$ cat config.mk
export PLATFORM = sky130hd
export DESIGN_NAME = mem_route_decoder
export DESIGN_NICKNAME = d
export VERILOG_FILES = /design/src/rtl/mrd_pkg.sv /design/src/rtl/mrd_low_map.sv /design/src/rtl/mrd_high_map.sv /design/src/rtl/mrd_route_reg.sv /design/src/rtl/mem_route_decoder.sv
export SDC_FILE = /design/constraint.sdc
export NUM_CORES = 1
export LEC_CHECK = 0
export ABC_AREA = 1
export BUFFER_PORTS_ARGS = -buffer_cell sky130_fd_sc_hd__buf_2
export CAP_MARGIN = 40
export CORE_ASPECT_RATIO = 0.7
export CORE_MARGIN = 4
export CORE_UTILIZATION = 31
export CTS_BUF_LIST = sky130_fd_sc_hd__clkbuf_8
export DETAILED_ROUTE_END_ITERATION = 16
export PLACE_DENSITY = 0.87
export SLEW_MARGIN = 0
export SYNTH_ARGS = -nofsm -noshare
export SYNTH_HDL_FRONTEND = slang
export SYNTH_SLANG_ARGS = --single-unit
$ cat constraint.sdc
create_clock -name clk -period 0.8 [get_ports clk]
set_input_delay 0.04 -clock clk [delete_from_list [all_inputs] [get_ports clk]]
set_output_delay 0.04 -clock clk [all_outputs]
set_load 0.01 [all_outputs]
$ cat src/rtl/mrd_pkg.sv
package mrd_pkg;

   typedef enum logic {
      ROUTE_BOARD   = 1'b0,
      ROUTE_CHANNEL = 1'b1
   } route_e;

   function automatic bit is_pow2(int v);
      return (v > 0) && ((v & (v - 1)) == 0);
   endfunction

endpackage

$ cat src/rtl/mrd_low_map.sv
module mrd_low_map
   import mrd_pkg::*;
#(
   parameter int IDX_W      = 6,
   parameter int BASE       = 16,
   parameter int BLOCKS     = 32,
   parameter bit ONEHOT_SEL = 1'b1
) (
   input  logic [IDX_W-1:0]  blk_idx,
   input  logic [BLOCKS-1:0] map_bits,
   output logic              hit,
   output route_e            route
);

   localparam int OFS_W = $clog2(BLOCKS);
   localparam logic [IDX_W-1:0] BASE_V = IDX_W'(BASE);

   generate
      if (!is_pow2(BLOCKS) || BLOCKS < 2) begin : g_bad_blocks
         $error("mrd_low_map: BLOCKS must be a power of two >= 2");
      end
      if (BASE + BLOCKS > (1 << IDX_W)) begin : g_bad_span
         $error("mrd_low_map: window exceeds block index range");
      end
   endgenerate

   logic [IDX_W-1:0] rel;
   logic [OFS_W-1:0] ofs;
   logic             pick;

   assign rel = blk_idx - BASE_V;
   assign ofs = OFS_W'(rel);
   assign hit = (int'(blk_idx) >= BASE) && (int'(blk_idx) < BASE + BLOCKS);

   generate
      if (ONEHOT_SEL) begin : g_onehot
         logic [BLOCKS-1:0] sel;
         for (genvar b = 0; b < BLOCKS; b++) begin : g_sel
            assign sel[b] = (ofs == OFS_W'(b));
         end
         assign pick = |(sel & map_bits);
      end else begin : g_mux
         assign pick = map_bits[ofs];
      end
   endgenerate

   assign route = (hit && pick) ? ROUTE_CHANNEL : ROUTE_BOARD;

endmodule

$ cat src/rtl/mrd_high_map.sv
module mrd_high_map
   import mrd_pkg::*;
#(
   parameter int IDX_W        = 6,
   parameter int BASE         = 48,
   parameter int BLOCKS       = 16,
   parameter int GROUP_BLOCKS = 4,
   parameter bit ONEHOT_SEL   = 1'b1
) (
   input  logic [IDX_W-1:0]                       blk_idx,
   input  logic                                   is_write,
   input  logic [BLOCKS-1:0]                      map_bits,
   input  logic [2*(BLOCKS/GROUP_BLOCKS)-1:0]     boot_bits,
   output logic                                   hit,
   output route_e                                 route
);

   localparam int OFS_W  = $clog2(BLOCKS);
   localparam int GROUPS = BLOCKS / GROUP_BLOCKS;
   localparam int GRP_W  = $clog2(GROUPS);
   localparam int GRP_SH = $clog2(GROUP_BLOCKS);
   localparam logic [IDX_W-1:0] BASE_V = IDX_W'(BASE);

   generate
      if (!is_pow2(BLOCKS) || !is_pow2(GROUP_BLOCKS)) begin : g_bad_pow
         $error("mrd_high_map: BLOCKS and GROUP_BLOCKS must be powers of two");
      end
      if (GROUPS < 2) begin : g_bad_groups
         $error("mrd_high_map: need at least two shadow groups");
      end
      if (BASE + BLOCKS > (1 << IDX_W)) begin : g_bad_span
         $error("mrd_high_map: window exceeds block index range");
      end
   endgenerate

   logic [IDX_W-1:0]  rel;
   logic [OFS_W-1:0]  ofs;
   logic [GRP_W-1:0]  grp;
   logic [GROUPS-1:0] rd_ctl;
   logic [GROUPS-1:0] wr_ctl;
   logic              blk_ext;
   logic              shadow_ext;

   assign rel = blk_idx - BASE_V;
   assign ofs = OFS_W'(rel);
   assign grp = GRP_W'(ofs >> GRP_SH);
   assign hit = (int'(blk_idx) >= BASE) && (int'(blk_idx) < BASE + BLOCKS);

   // lowest group takes the highest bit of each nibble
   generate
      for (genvar g = 0; g < GROUPS; g++) begin : g_ctl
         assign rd_ctl[g] = boot_bits[GROUPS-1-g];
         assign wr_ctl[g] = boot_bits[2*GROUPS-1-g];
      end
      if (ONEHOT_SEL) begin : g_onehot
         logic [BLOCKS-1:0] sel;
         for (genvar b = 0; b < BLOCKS; b++) begin : g_sel
            assign sel[b] = (ofs == OFS_W'(b));
         end
         assign blk_ext = |(sel & map_bits);
      end else begin : g_mux
         assign blk_ext = map_bits[ofs];
      end
   endgenerate

   assign shadow_ext = is_write ? wr_ctl[grp] : rd_ctl[grp];
   assign route = (hit && (blk_ext || shadow_ext)) ? ROUTE_CHANNEL : ROUTE_BOARD;

endmodule

$ cat src/rtl/mrd_route_reg.sv
module mrd_route_reg
   import mrd_pkg::*;
(
   input  logic   clk,
   input  logic   rst_n,
   input  logic   acc_valid,
   input  route_e next_route,
   output logic   route_valid,
   output logic   route_ext
);

   always_ff @(posedge clk or negedge rst_n) begin
      if (!rst_n) begin
         route_valid <= 1'b0;
         route_ext   <= 1'b0;
      end else begin
         route_valid <= acc_valid;
         if (acc_valid) begin
            route_ext <= (next_route == ROUTE_CHANNEL);
         end
      end
   end

endmodule

$ cat src/rtl/mem_route_decoder.sv
module mem_route_decoder
   import mrd_pkg::*;
#(
   parameter int ADDR_W       = 20,
   parameter int BLK_SHIFT    = 14,
   parameter int LOW_BASE     = 16,
   parameter int LOW_BLOCKS   = 32,
   parameter int HIGH_BASE    = 48,
   parameter int HIGH_BLOCKS  = 16,
   parameter int GROUP_BLOCKS = 4,
   parameter bit ONEHOT_SEL   = 1'b1
) (
   input  logic                                    clk,
   input  logic                                    rst_n,
   input  logic                                    acc_valid,
   input  logic                                    acc_write,
   input  logic [ADDR_W-1:0]                       acc_addr,
   input  logic [2*(HIGH_BLOCKS/GROUP_BLOCKS)-1:0] cfg_boot,
   input  logic [LOW_BLOCKS-1:0]                   cfg_low,
   input  logic [HIGH_BLOCKS-1:0]                  cfg_high,
   output logic                                    route_valid,
   output logic                                    route_ext
);

   localparam int IDX_W   = ADDR_W - BLK_SHIFT;
   localparam int GROUPS  = HIGH_BLOCKS / GROUP_BLOCKS;
   localparam int BOOT_W  = 2 * GROUPS;

   generate
      if (ADDR_W > 30 || BLK_SHIFT < 1 || IDX_W < 2) begin : g_bad_addr
         $error("mem_route_decoder: unsupported address or block size");
      end
      if (LOW_BASE + LOW_BLOCKS > HIGH_BASE) begin : g_bad_overlap
         $error("mem_route_decoder: windows overlap");
      end
   endgenerate

   logic [IDX_W-1:0] blk_idx;
   logic             low_hit;
   logic             high_hit;
   route_e           low_route;
   route_e           high_route;
   route_e           next_route;
   logic             unused_ofs_bits;

   assign blk_idx         = acc_addr[ADDR_W-1:BLK_SHIFT];
   assign unused_ofs_bits = ^acc_addr[BLK_SHIFT-1:0];

   mrd_low_map #(
      .IDX_W      (IDX_W),
      .BASE       (LOW_BASE),
      .BLOCKS     (LOW_BLOCKS),
      .ONEHOT_SEL (ONEHOT_SEL)
   ) u_low (
      .blk_idx  (blk_idx),
      .map_bits (cfg_low),
      .hit      (low_hit),
      .route    (low_route)
   );

   mrd_high_map #(
      .IDX_W        (IDX_W),
      .BASE         (HIGH_BASE),
      .BLOCKS       (HIGH_BLOCKS),
      .GROUP_BLOCKS (GROUP_BLOCKS),
      .ONEHOT_SEL   (ONEHOT_SEL)
   ) u_high (
      .blk_idx   (blk_idx),
      .is_write  (acc_write),
      .map_bits  (cfg_high),
      .boot_bits (cfg_boot),
      .hit       (high_hit),
      .route     (high_route)
   );

   // windows are disjoint; anything outside both stays on the board
   always_comb begin
      next_route = ROUTE_BOARD;
      if (low_hit && low_route == ROUTE_CHANNEL)
         next_route = ROUTE_CHANNEL;
      if (high_hit && high_route == ROUTE_CHANNEL)
         next_route = ROUTE_CHANNEL;
   end

   mrd_route_reg u_reg (
      .clk         (clk),
      .rst_n       (rst_n),
      .acc_valid   (acc_valid),
      .next_route  (next_route),
      .route_valid (route_valid),
      .route_ext   (route_ext)
   );

   // ---------------- assertions: byte-address arithmetic view ----------
   localparam int LOW_LO  = LOW_BASE << BLK_SHIFT;
   localparam int LOW_HI  = (LOW_BASE + LOW_BLOCKS) << BLK_SHIFT;
   localparam int HIGH_LO = HIGH_BASE << BLK_SHIFT;
   localparam int HIGH_HI = (HIGH_BASE + HIGH_BLOCKS) << BLK_SHIFT;
   localparam int GRP_BYTES = GROUP_BLOCKS << BLK_SHIFT;
   localparam int LOFS_W  = $clog2(LOW_BLOCKS);
   localparam int HOFS_W  = $clog2(HIGH_BLOCKS);
   localparam int BIDX_W  = $clog2(BOOT_W);

   int                a_addr;
   logic              a_below, a_in_low, a_in_high;
   logic [LOFS_W-1:0] a_lofs;
   logic [HOFS_W-1:0] a_hofs;
   logic [BIDX_W-1:0] a_rd_pick, a_wr_pick;
   logic              a_rd_val, a_wr_val;

   always_comb begin
      a_addr    = int'(acc_addr);
      a_below   = a_addr < LOW_LO;
      a_in_low  = (a_addr >= LOW_LO) && (a_addr < LOW_HI);
      a_in_high = (a_addr >= HIGH_LO) && (a_addr < HIGH_HI);
      a_lofs    = LOFS_W'((a_addr - LOW_LO) / (1 << BLK_SHIFT));
      a_hofs    = HOFS_W'((a_addr - HIGH_LO) / (1 << BLK_SHIFT));
      a_rd_pick = BIDX_W'(GROUPS - 1 - ((a_addr - HIGH_LO) / GRP_BYTES));
      a_wr_pick = BIDX_W'(BOOT_W - 1 - ((a_addr - HIGH_LO) / GRP_BYTES));
      a_rd_val  = cfg_boot[a_rd_pick];
      a_wr_val  = cfg_boot[a_wr_pick];
   end


   valid_follow_chk: assert property (@(posedge clk) disable iff (!rst_n)
      acc_valid |=> route_valid);

   idle_novalid_chk: assert property (@(posedge clk) disable iff (!rst_n)
      !acc_valid |=> !route_valid);

   below_board_chk: assert property (@(posedge clk) disable iff (!rst_n)
      (acc_valid && a_below) |=> !route_ext);

   low_set_chan_chk: assert property (@(posedge clk) disable iff (!rst_n)
      (acc_valid && a_in_low && cfg_low[a_lofs]) |=> route_ext);

   low_clr_board_chk: assert property (@(posedge clk) disable iff (!rst_n)
      (acc_valid && a_in_low && !cfg_low[a_lofs]) |=> !route_ext);

   high_set_chan_chk: assert property (@(posedge clk) disable iff (!rst_n)
      (acc_valid && a_in_high && cfg_high[a_hofs]) |=> route_ext);

   high_rd_shadow_chk: assert property (@(posedge clk) disable iff (!rst_n)
      (acc_valid && a_in_high && !cfg_high[a_hofs] && !acc_write)
      |=> (route_ext == $past(a_rd_val)));

   high_wr_shadow_chk: assert property (@(posedge clk) disable iff (!rst_n)
      (acc_valid && a_in_high && !cfg_high[a_hofs] && acc_write)
      |=> (route_ext == $past(a_wr_val)));

   idle_hold_chk: assert property (@(posedge clk) disable iff (!rst_n)
      !acc_valid |=> $stable(route_ext));

endmodule

== After elaboration in Yosys (flattened, before gate mapping) ==
Index checks and enable logic that the tools add are counted.
Storage, ports and cells
  bits in registers: 2
  word-level logic and storage cells: 75
  input bits: 80
  output and inout bits: 2
Cells by class
  eq/ne operators: 46
  bitwise logic cells: 2
  magnitude comparators: 4
  reduce and logical (&&, ||, !) cells: 10
  mux-type cells: 9
  add/subtract/negate cells: 2
Operators with widths (number)
  $eq A5 B5 Y1 const B: 16
  $eq A5 B4 Y1 const B: 8
  $and A32 B32 Y32: 1
  $eq A4 B4 Y1 const B: 8
  $reduce_or A32 Y1: 1
  $eq A5 B3 Y1 const B: 4
  $and A16 B16 Y16: 1
  $eq A4 B3 Y1 const B: 4
  $reduce_or A16 Y1: 1
  $eq A5 B2 Y1 const B: 2
  $eq A4 B2 Y1 const B: 2
  $mux W1: 7
  $ge A6 B5 Y1 const B: 1
  $ge A6 B6 Y1 const B: 1
  $lt A6 B6 Y1 const B: 1
  $eq A5 B1 Y1 const B: 1
  $logic_and A1 B1 Y1: 5
  $logic_not A5 Y1: 1
  $sub A5 B5 Y5 const B: 1
  $bmux W1 S2: 2
  $eq A4 B1 Y1 const B: 1
  $logic_not A4 Y1: 1
  $sub A4 B1 Y4 const B: 1
  $lt A2 B3 Y1 const B: 1
  $logic_or A1 B1 Y1: 1

== Longest topological paths before layout ==
Gate-level depths: netlist of run 1.
  depth in word-level cells: 9
  depth in mapped cells: 14

== By module ==
From an unflattened synthesis of run 1, not the netlist that was laid out.
Second synthesis, totals
  cells, all modules: 161
  area, all modules: 764.5 um^2
By module, submodules not included
  mrd_low_map: seq. area each 0.0 um^2, instances 1, area each 367.9 um^2, cells an instance 86
  mrd_high_map: seq. area each 0.0 um^2, instances 1, area each 320.3 um^2, cells an instance 66
  mrd_route_reg: seq. area each 50.0 um^2, instances 1, area each 65.1 um^2, cells an instance 6
  mem_route_decoder: seq. area each 0.0 um^2, instances 1, area each 11.3 um^2, cells an instance 3

== Worst setup path after synthesis of run 1 ==
No wires, ideal clock.
  path type: in2reg
  from: in acc_addr[16]
  to: reg u_reg.route_ext
  arrival: 857 ps
  setup slack: -173 ps
  required time: 684 ps
  stages: 14
  library setup time: 116 ps
  path through: buf_6 inv_2 nand2_1 nor2_1 nand2_1 nand2_1 nor2_1 nand2_1 nor2_1 nand2_1 nand2_1 nand2_1 nand2_1 nand2_1
On the way
  longest elaborated chain between the ends: 9
  elaborated cells between the ends (all ways): 72
Ends and longest elaborated chain
  start: declaration: line mem_route_decoder.sv:17  | input logic [ADDR_W-1:0] acc_addr,
  $sub A5 B5 Y5 / $sub A4 B1 Y4 (equally long branches): line mrd_low_map.sv:31, mrd_high_map.sv:44
  $eq A5 B1 Y1, or another cell as far along: line mrd_low_map.sv:39  | assign sel[b] = (ofs == OFS_W'(b));
  $and A32 B32 Y32, or another cell as far along: line mrd_low_map.sv:41  | assign pick = |(sel & map_bits);
  $reduce_or A32 Y1, or another cell as far along: line mrd_low_map.sv:41
  $logic_and A1 B1 Y1 / $logic_or A1 B1 Y1 (equally long branches): line mrd_low_map.sv:47, mrd_high_map.sv:67
  $mux W1 / $logic_and A1 B1 Y1 (equally long branches): line mrd_low_map.sv:47, mrd_high_map.sv:67
  $logic_and A1 B1 Y1 / $mux W1 (equally long branches): line mem_route_decoder.sv:79, mrd_high_map.sv:67
  $mux W1 / $logic_and A1 B1 Y1 (equally long branches): line mem_route_decoder.sv:79, mem_route_decoder.sv:81
  $mux W1 (*): line mem_route_decoder.sv:81  | if (high_hit && high_route == ROUTE_CHANNEL)
  end signal: assignment: line mrd_route_reg.sv:19  | route_ext <= (next_route == ROUTE_CHANNEL);
  end: declaration: line mrd_route_reg.sv:9  | output logic route_ext
Mark *: on every way between the ends. The rest lies on a longest branch, timed or not. The select of a mux whose other input is x is not followed.
A chain may end at the register's enable or synchronous reset.

== Worst setup path in the final report of run 1 ==
  from: in acc_addr[17]
  to: reg u_reg.route_ext
The elaborated chain is that of the path after synthesis.

==> results of run 1 <==
## stage by stage
| stage | setup TNS [ns] | hold WS, ns | utilization (%) |
|---|---|---|---|
| final | -0.153 | 0.0641 | 59.5 |
| after global routing | -0.274 | 0.0920 | 59.5 |
| after CTS | -0.155 | 0.0613 | 57.0 |
| after detailed placement | -0.467 | -0.175 | 52.1 |
| after global placement | -0.464 | -0.175 | 52.1 |
| after floorplan | -0.124 | -0.256 | - |
## sequential cells by signal (all words and copies together) (netlist names)
name,cells
u_reg.route_ext,1
u_reg.route_valid,1
## kinds of logic (layout without fill, tap and decap cells)
logic type / Yosys count / count (layout) / synth area share [%]
adder cells (fa/ha/maj): 1 / 1 / 1.76
flip-flops: 2 / 2 / 7.05
buffers and inverters: 18 / 93 / 10.6
AND/OR/NAND/NOR: 138 / 138 / 80.6
## cells in the mapped netlist
cell	count	share of area [%]
nand2_1	80	42
nor2_1	31	16
inv_1	15	7.9
nand3_1	15	11
nand4_1	4	3.5
nand2_2	3	2.6
dfrtp_1	2	7.1
inv_2	2	1.1
nor2_2	2	1.8
buf_6	1	1.6
ha_1	1	1.8
nand3b_1	1	1.1
nor2_4	1	1.6
nor3_1	1	0.70
## layout by cell type, fill, tap and decap left out, drive strengths merged
cell type and instances:
dlygate4sd3 2, nor2 34, nand3 15, dfrtp 2, clkbuf 3, nand2 83
inv 17, nand3b 1, buf 71, nand4 4, nor3 1, ha 1
## area by class of cell
type                       count  area [um^2]
fill                         212          872
sequential                     2         50.0
multi-input combinational    139          653
timing repair buffer          73          427
tap                           32         40.0
inverter                      17         71.3
clock buffer                   3         41.3
## per-layer routing
layer	global-route usage, %	share of wire, %	wire, um
met1	26.3	47	1440
met2	27.8	42	1270
met5	0	0	0
met3	2.82	11	327
met4	0.413	0.62	19
## power breakdown
| group | switching, uW | leakage [uW] | internal (uW) |
|---|---|---|---|
| Combinational | 270 | 0.000721 | 253 |
| Clock | 57.1 | 0.0000216 | 316 |
| Sequential | 5.02 | 0.0000243 | 113 |
## what timing repair did
item	CTS	global route
setup buffers	1	0
endpoints found under the hold margin	3	0
cloned	0	0
gates resized for setup	13	16
pin swaps	5	2
setup endpoints to repair	1	1
hold buffers	2	0
## worst max-delay path, stage by stage
cell and delay (ns):
buf_8 0.11, buf_6 0.12, nand2_8 0.08, nor2_2 0.06, nand2_1 0.05, nand2_1 0.06
nor2_2 0.10, nand2_1 0.06, nor2_1 0.09, nand2_1 0.05, nand3_1 0.06, nand2_1 0.06
nand2_1 0.05, nand2_1 0.04
## worst paths after layout
path	to	slack, ns	depth (start not counted)
max in group asynchronous	u_reg.route_ext	0.55	2
min reg2reg	u_reg.route_ext	0.47	2
min in group asynchronous	u_reg.route_valid	0.15	2
max reg2reg	u_reg.route_ext	0.21	2
min	u_reg.route_ext	0.06	3
max	u_reg.route_ext	-0.15	14
==> metrics.md, run 1 <==
| Metric | Value |
|---|---|
| Outcome | `finished, violations left` |
| Failing checks | `negative setup slack` |
| Iteration-0 DRC Markers | `123` |
| Mean Syn Cell Area | `4.46 um^2` |
| Critical setup path kind | `in -> reg` |
| Clock Root Buffer | `clkbuf_8` |
| Crit path launch | `acc_addr[17]` |
| Post-Syn Area | `709 um^2` |
| CTS tree | `built` |
| Drt first pass iters | `5` |
| Reg2reg start | `u_reg.route_ext` |
| Total gr overflow | `0` |
| Crit end category | `flip-flop` |
| Hold crit path type | `in -> reg` |
| Largest net degree at the start of global routing | `8` |
| Flops & latches, synth | `2` |
| Placed Area | `1120 um^2` |
| Ys Warns | `0` |
| DR vias/cell | `4.73` |
| Total CTS buffers | `3` |
| Antenna viol nets, final | `0` |
| Core Area | `2150 um^2` |
| Number of global-route vias before repair | `1017` |
| IO Count | `82` |
| Total power | `1010 uW` |
| Wire length per cell | `11.5 um` |
| First-pass GRT wire length | `4.29 mm` |
| Die area | `3130 um^2` |
| Share of cells above drive strength 1 | `41.9%` |
| Max-slew violations | `0` |
| Worst skew pair latency | `0.20 ns` |
| Die W | `65.2 um` |
| Period utilisation layout | `119%` |
| Slew headroom | `80.4%` |
| Worst hold start | `acc_valid` |
| Clock skew | `0 ns` |
| RSZ-0062 raised after global routing | `yes` |
| Clk buf depth | `2` |
| Critical path arrival | `1.04 ns` |
| Fmax | `1050 MHz` |
| Routability cong. | `0.922` |
| Worst setup margin | `-0.153 ns` |
| CP startpoint kind | `input pin` |
| Clock Sinks | `2` |
| Worst-margin pin slew | `0.292 ns` |
| Fin crit period | `0.953 ns` |
| Mapped Cells | `159` |
| Design area | `1280 um^2` |
| Library cells used by synthesis | `14` |
| Rows | `14` |
| Vias post-DR | `1257` |
| Post-Layout Cell Count | `266` |
| CP required | `0.89 ns` |
| N_diodes | `0` |
| Hold Vio Cnt, Final | `0` |
| DP HPWL | `2.47 mm` |
| H-tree levels | `1` |
| Buffers added on ports | `67` |
| Mapped Nets | `240` |
| Finish-stage setup viols | `1` |
| MaxCap Viol Count | `0` |
| Crit Path Max Fanout | `5` |
| P_leak | `0.000767 uW` |
| WL final | `3.06 mm` |
| PwrDens | `791 nW/um^2` |
| Initial antenna violation count | `0` |
| Die height | `48.0 um` |
| Clock slew seen by the registers of the worst setup and hold paths | `0.02 ns` |
| Post-synthesis sequential area ratio | `7.05%` |
| Total GRT Usage | `17.5%` |
| Area grow syn2layout | `80.8%` |
| Initial Util | `32.9%` |
| Final net count | `317` |
| Maximum vdd drop | `0.000891 V` |
| Pre-CTS setup slack | `-0.467 ns` |
| Placed Cells | `260` |
| Number of remaining DRC errors | `0` |
(Power assumes the default switching activity.)
==> inputs of run 2 (changes only) <==
--- a/config.mk
+++ b/config.mk
@@ -8,12 +8,14 @@
 export ABC_AREA = 1
 export BUFFER_PORTS_ARGS = -buffer_cell sky130_fd_sc_hd__buf_2
 export CAP_MARGIN = 40
+export CELL_PAD_IN_SITES_DETAIL_PLACEMENT = 2
+export CELL_PAD_IN_SITES_GLOBAL_PLACEMENT = 2
 export CORE_ASPECT_RATIO = 0.7
 export CORE_MARGIN = 4
-export CORE_UTILIZATION = 31
-export CTS_BUF_LIST = sky130_fd_sc_hd__clkbuf_8
+export CORE_UTILIZATION = 11
+export CTS_BUF_LIST = sky130_fd_sc_hd__clkbuf_8 sky130_fd_sc_hd__clkbuf_16
 export DETAILED_ROUTE_END_ITERATION = 16
-export PLACE_DENSITY = 0.87
+export PLACE_DENSITY = 0.84
 export SLEW_MARGIN = 0
 export SYNTH_ARGS = -nofsm -noshare
 export SYNTH_HDL_FRONTEND = slang
==> run 2 against run 1 <==
  * The run still ends with negative setup slack left
  * Critical path type unchanged
  * Cell count is 21% higher
  * Critical endpoint unchanged
  * Register-to-register slack hardly changed
  * Non-clock buffer count is 10 higher
  * Sequential share of layout area is 0.71 points lower
==> metrics.md, run 2 (same netlist as run 1, synthesis figures left out) <==
| Metric | Value |
|---|---|
| Outcome | `finished, violations left` |
| Failing checks | `negative setup slack` |
| Die height | `75.2 um (+57%)` |
| Rows | `24 (+10)` |
| Worst-margin pin slew | `0.213 ns (-0.0789 ns)` |
| Crit-path max cell delay | `0.12 ns (about the same)` |
| Clock Root Buffer | `clkbuf_8` |
| Fmax | `1020 MHz (-2.4%)` |
| Buf+Inv Stages, Crit Path | `2 (unchanged)` |
| Final net count | `327 (+3.2%)` |
| Slew headroom | `85.7% (+5.4 points)` |
| Most frequent cells in the layout | `nand2_1, buf_2, nor2_2` |
| IO Count | `82 (unchanged)` |
| DR vias/cell | `3.97 (-16%)` |
| Drt first pass iters | `3 (-2)` |
| Flop2flop setup slack | `0.21 ns (about the same)` |
| Total power | `1170 uW (+15%)` |
| Period utilisation layout | `122% (+2.9 points)` |
| CP startpoint kind | `input pin` |
| Fin crit period | `0.976 ns (+0.0235 ns)` |
| Largest regs | `u_reg.route_ext (1), u_reg.route_valid (1)` |
| RSZ-0062 raised after global routing | `yes` |
| Critical path arrival | `1.07 ns (+0.03 ns)` |
| First-pass GRT wire length | `7.16 mm (+67%)` |
| Finish-stage setup viols | `1 (unchanged)` |
| CP required | `0.89 ns (about the same)` |
| Number of remaining DRC errors | `0 (unchanged)` |
| Die area | `7820 um^2 (+150%)` |
| Total gr overflow | `0 (unchanged)` |
| Antenna viol nets, final | `0 (unchanged)` |
| Core Area | `6250 um^2 (+190%)` |
| Critical setup path kind | `in -> reg` |
| Crit end category | `flip-flop` |
| MaxCap Viol Count | `0 (unchanged)` |
| WL final | `4.52 mm (+48%)` |
| DP HPWL | `3.98 mm (+61%)` |
| Initial antenna violation count | `0 (unchanged)` |
| Fillers | `786 (+270%)` |
| Final Core Density | `25.1% (-34 points)` |
| Worst-path cell chain | `buf_12 > nand2_8 > nor2_4 > buf_6 > nand2_2 > nand2_2 > nor2_4 > nand2_2 > nor2_2 > nand2_1 > nand3_2 > nand2_1 > nand2_1 > nand2_1` |
| CTS tree | `built` |
| Clock slew seen by the registers of the worst setup and hold paths | `0.03 ns (about the same)` |
| Max-slew violations | `0 (unchanged)` |
| Area grow syn2layout | `121%` |
| Hold crit path type | `in -> async` |
| Largest net degree at the start of global routing | `9 (+1)` |
| Hold Vio Cnt, Final | `0 (unchanged)` |
| Iteration-0 DRC Markers | `39 (-68%)` |
| Wire length per cell | `14.0 um (+22%)` |
| Pre-CTS setup slack | `-0.610 ns (-0.143 ns)` |
| Sequential cell area | `50.0 um^2 (unchanged)` |
| Clk buf depth | `2 (unchanged)` |
| Met1 Use GR | `14.5% (-12 points)` |
| Area occupied by multi-input gates | `768 um^2 (+18%)` |
| Met3 Use GR | `3.17% (+0.35 points)` |
| Clock skew | `0 ns (unchanged)` |
| Buffers added on ports | `67 (unchanged)` |
| Critical path's slowest cell | `buf_12` |
| H-tree levels | `1 (unchanged)` |
| Routability cong. | `0.862 (-6.5%)` |
| Clock Sinks | `2 (unchanged)` |
| Number of global-route vias before repair | `1428 (+40%)` |
| P_leak | `0.000844 uW (+10%)` |
| Commonest non-fill, non-tap cell in the layout | `nand2_1` |
| Worst skew pair latency | `0.20 ns (about the same)` |
| Total GRT Usage | `11.5% (-6.0 points)` |
| Top delay family on crit path | `simple AND/OR/NAND/NOR gates` |
| Crit Path Max Fanout | `5 (unchanged)` |
| Met2 usage | `20.9% (-6.9 points)` |
| Maximum vdd drop | `0.000367 V (-59%)` |
| Total CTS buffers | `3 (unchanged)` |
| Vias post-DR | `1277 (+1.6%)` |
| PwrDens | `744 nW/um^2 (-6.0%)` |
| Die W | `104 um (+60%)` |
| Share of cells above drive strength 1 | `52.5% (+11 points)` |
| Initial Util | `11.4% (-22 points)` |
| N_diodes | `0 (unchanged)` |
| Worst setup margin | `-0.176 ns (-0.0235 ns)` |
| GRT Max-Usage Layer | `met2` |
| CP dominant cell by count | `nand2_1` |
[run 2: what timing repair did]
| item | CTS | global route |
|---|---|---|
| setup buffers | 0 | 2 |
| gates resized for setup | 32 | 38 |
| hold buffers | 2 | 0 |
| hold endpoints to repair | 3 | 0 |
| endpoints found under the setup margin | 1 | 1 |
| pin swaps | 8 | 21 |
[run 2: metrics by stage]
stage	area [um^2]	setup TNS, ns	hold WS (ns)	std cells
detailed placement	1250	-0.610	-0.169	315
finish	1570	-0.176	0.168	322
global route	1570	-0.288	0.173	322
CTS	1420	-0.218	0.150	320
floorplan	746	-0.124	-0.256	159
global placement	1250	-0.556	-0.170	315
[run 2: final cells by class]
class / instances / share of cell area [%]
multi-input cells: 139 / 49.0
inverters: 17 / 5.18
repair buffers: 83 / 33.8
well taps: 78 / 6.22
clock buffers: 3 / 2.63
flip-flops and latches: 2 / 3.19
[run 2: power by group]
group | leakage (uW) | total (uW) | internal (uW) | switching, uW
sequential | 0.0000243 | 118 | 113 | 4.97
combinational | 0.000798 | 666 | 321 | 344
clock | 0.0000216 | 383 | 317 | 66.3
[run 2: layer usage]
metal / up-vias / wire length (um)
met5: - / 0
met4: 0 / 4
met3: 2 / 241
met2: 33 / 2200
met1: 581 / 2070
li1: 661 / -
[run 2: worst paths after layout]
check,start,endpoint,cells after the start
min reg2reg,u_reg.route_ext,u_reg.route_ext,2
max,acc_addr[14],u_reg.route_ext,14
max reg2reg,u_reg.route_ext,u_reg.route_ext,2
min in group clk,acc_addr[19],u_reg.route_ext,6
min,rst_n,u_reg.route_valid,2
max in group asynchronous,rst_n,u_reg.route_ext,2
==> inputs of run 3 (changes only) <==
--- a/config.mk
+++ b/config.mk
@@ -15,7 +15,9 @@
 export CORE_UTILIZATION = 11
 export CTS_BUF_LIST = sky130_fd_sc_hd__clkbuf_8 sky130_fd_sc_hd__clkbuf_16
 export DETAILED_ROUTE_END_ITERATION = 16
+export GPL_ROUTABILITY_DRIVEN = 0
 export PLACE_DENSITY = 0.84
+export SETUP_SLACK_MARGIN = 0.15
 export SLEW_MARGIN = 0
 export SYNTH_ARGS = -nofsm -noshare
 export SYNTH_HDL_FRONTEND = slang
==> run 3 against run 2 <==
  * The flow finishes with violations (negative hold slack, negative setup slack)
  * Sequential power hardly changed
  * Maximum frequency hardly changed
  * Via count is 0.23% lower
  * Clock skew did not move
  * Sequential share of layout area is essentially flat
==> metrics.md, run 3 (same netlist as run 1, synthesis figures left out) <==
| Metric | Value |
|---|---|
| Slew headroom | `85.7% (about the same)` |
| Hold Vio Cnt, Final | `1 (+1)` |
| Rows | `24 (unchanged)` |
| Crit end category | `flip-flop` |
| Vias post-DR | `1274 (-0.23%)` |
| CP required | `0.89 ns (about the same)` |
| Core Area | `6250 um^2 (unchanged)` |
| Commonest non-fill, non-tap cell in the layout | `nand2_1` |
| Critical path's slowest cell | `buf_12` |
| Critical path arrival | `1.07 ns (about the same)` |
| CP startpoint kind | `input pin` |
| Critical setup path kind | `in -> reg` |
| Initial antenna violation count | `0 (unchanged)` |
| Top delay family on crit path | `simple AND/OR/NAND/NOR gates` |
| Worst R2R Path Depth | `3 (+1)` |
| WL final | `4.49 mm (-0.53%)` |
| Fmax | `1030 MHz (about the same)` |
| Placed Cells | `315 (unchanged)` |
| Finish-stage setup viols | `1 (unchanged)` |
| Die area | `7820 um^2 (unchanged)` |
| Setup TNS | `-0.175 ns (+0.000959 ns)` |
| Worst skew pair latency | `0.20 ns (about the same)` |
| Pre-CTS setup slack | `-0.610 ns (unchanged)` |
| Final net count | `327 (unchanged)` |
| CTS tree | `built` |
| MaxCap Viol Count | `0 (unchanged)` |
| Clock skew | `0 ns (unchanged)` |
| Fillers | `787 (+0.13%)` |
| Largest net degree at the start of global routing | `9 (unchanged)` |
| Hold crit path type | `in -> reg` |
| Antenna viol nets, final | `0 (unchanged)` |
| N_diodes | `0 (unchanged)` |
| Sequential cell area | `50.0 um^2 (unchanged)` |
| Worst-margin pin slew | `0.214 ns (+0.0000381 ns)` |
| Maximum vdd drop | `0.000359 V (-2.3%)` |
| IO Count | `82 (unchanged)` |
| Flop2flop setup slack | `0.10 ns (-0.11 ns)` |
| Drt first pass iters | `3 (unchanged)` |
| Setup crit end | `u_reg.route_ext` |
| Largest regs | `u_reg.route_ext (1), u_reg.route_valid (1)` |
| Number of global-route vias before repair | `1435 (+0.49%)` |
| Reg-to-Reg End | `u_reg.route_ext` |
| Buf+Inv Stages, Crit Path | `2 (unchanged)` |
| Share of cells above drive strength 1 | `52.9% (+0.41 points)` |
| Hold_buf cts | `1 (-1)` |
| Crit path launch | `acc_addr[14]` |
| Number of remaining DRC errors | `0 (unchanged)` |
| Fin crit period | `0.975 ns (-0.000959 ns)` |
| Crit-path max cell delay | `0.12 ns (about the same)` |
| Area occupied by multi-input gates | `768 um^2 (unchanged)` |
| Total CTS buffers | `3 (unchanged)` |
| Die height | `75.2 um (unchanged)` |
| Worst-path cell chain | `buf_12 > nand2_8 > nor2_4 > buf_6 > nand2_2 > nand2_2 > nor2_4 > nand2_2 > nor2_2 > nand2_1 > nand3_2 > nand2_1 > nand2_1 > nand2_1` |
| Clk buf depth | `2 (unchanged)` |
| Final Core Density | `25.1% (-0.040 points)` |
| Total GRT Usage | `11.5% (+0.019 points)` |
| Reg2reg start | `u_reg.route_ext` |
| First-pass GRT wire length | `7.17 mm (+0.20%)` |
| Period utilisation layout | `122% (about the same)` |
| PwrDens | `749 nW/um^2 (+0.79%)` |
| DR vias/cell | `3.96 (-0.23%)` |
| Clock Sinks | `2 (unchanged)` |
| Iteration-0 DRC Markers | `41 (+5.1%)` |
| CP dominant cell by count | `nand2_1` |
| Initial Util | `11.4% (unchanged)` |
| Wire length per cell | `14.0 um (-0.53%)` |
| Worst setup margin | `-0.175 ns (+0.000959 ns)` |
| Buffers added on ports | `67 (unchanged)` |
| Clock slew seen by the registers of the worst setup and hold paths | `0.03 ns (about the same)` |
| Die W | `104 um (unchanged)` |
| Levels on crit path | `14 (unchanged)` |
| Fin Hold WS | `-0.0151 ns (-0.183 ns)` |
| Post-Layout Cell Count | `322 (unchanged)` |
| Clock Root Buffer | `clkbuf_8` |
| H-tree levels | `1 (unchanged)` |
| Crit Path Max Fanout | `5 (unchanged)` |
| DP HPWL | `3.98 mm (unchanged)` |
| RSZ-0062 raised after global routing | `yes` |
| Max-slew violations | `0 (unchanged)` |
| Total gr overflow | `0 (unchanged)` |
| Area grow syn2layout | `121%` |
| Outcome | `finished, violations left` |
| P_leak | `0.000845 uW (+0.11%)` |
| Most frequent cells in the layout | `nand2_1, buf_2, nor2_2` |
| Failing checks | `negative hold slack, negative setup slack` |
[run 3: changes by cell type in the layout (fill, tap and decap cells not counted), sizes merged]
cell,previous run,this run
buf,81,82
dlygate4sd3,2,1
[run 3: report_power, final]
| group | internal, uW | total, uW | switching (uW) |
|---|---|---|---|
| clock network | 317 | 383 | 66.3 |
| registers | 113 | 118 | 4.85 |
| logic | 327 | 673 | 346 |
[run 3: final cells by class]
type	count	area share (%)
Inverter	17	5.19
Sequential cell	2	3.19
Timing Repair Buffer	83	33.7
Tap cell	78	6.23
Clock buffer	3	2.64
Multi-Input combinational cell	139	49.0
[run 3: routing by layer]
| layer | part of all wire [%] | global-route usage [%] | vias to the layer above |
|---|---|---|---|
| li1 | - | - | 660 |
| met1 | 46 | 14.5 | 579 |
| met2 | 49 | 21.0 | 33 |
| met3 | 5.4 | 3.17 | 2 |
| met4 | 0.089 | 0.442 | 0 |
| met5 | 0 | 0 | - |
[run 3: how the worst min path moves through the flow]
| stage | cells past startpoint | to | from | slack (ns) |
|---|---|---|---|---|
| after detailed placement | 1 | u_reg.route_valid | rst_n | -0.17 |
| after CTS | 1 | u_reg.route_valid | acc_valid | -0.02 |
| final | 1 | u_reg.route_valid | acc_valid | -0.02 |
| after floorplan | 0 | u_reg.route_ext | rst_n | -0.26 |
| after global placement | 1 | u_reg.route_valid | rst_n | -0.17 |
| after global routing | 1 | u_reg.route_valid | acc_valid | -0.01 |
[run 3: timing repair]
item,CTS,global route
endpoints found under the setup margin,3,3
buffers inserted,1,2
gates cloned,0,0
hold endpoints to repair,3,1
pin swaps,8,21
resized for setup,32,38
[run 3: through the flow]
| step | hold WS (ns) | power, uW | instance area, um^2 |
|---|---|---|---|
| after CTS | -0.0168 | 1120 | 1420 |
| after detailed placement | -0.169 | 635 | 1250 |
| after global routing | -0.0109 | 1290 | 1570 |
| after global placement | -0.170 | 612 | 1250 |
| after floorplan | -0.256 | 338 | 746 |
| final | -0.0151 | 1170 | 1570 |
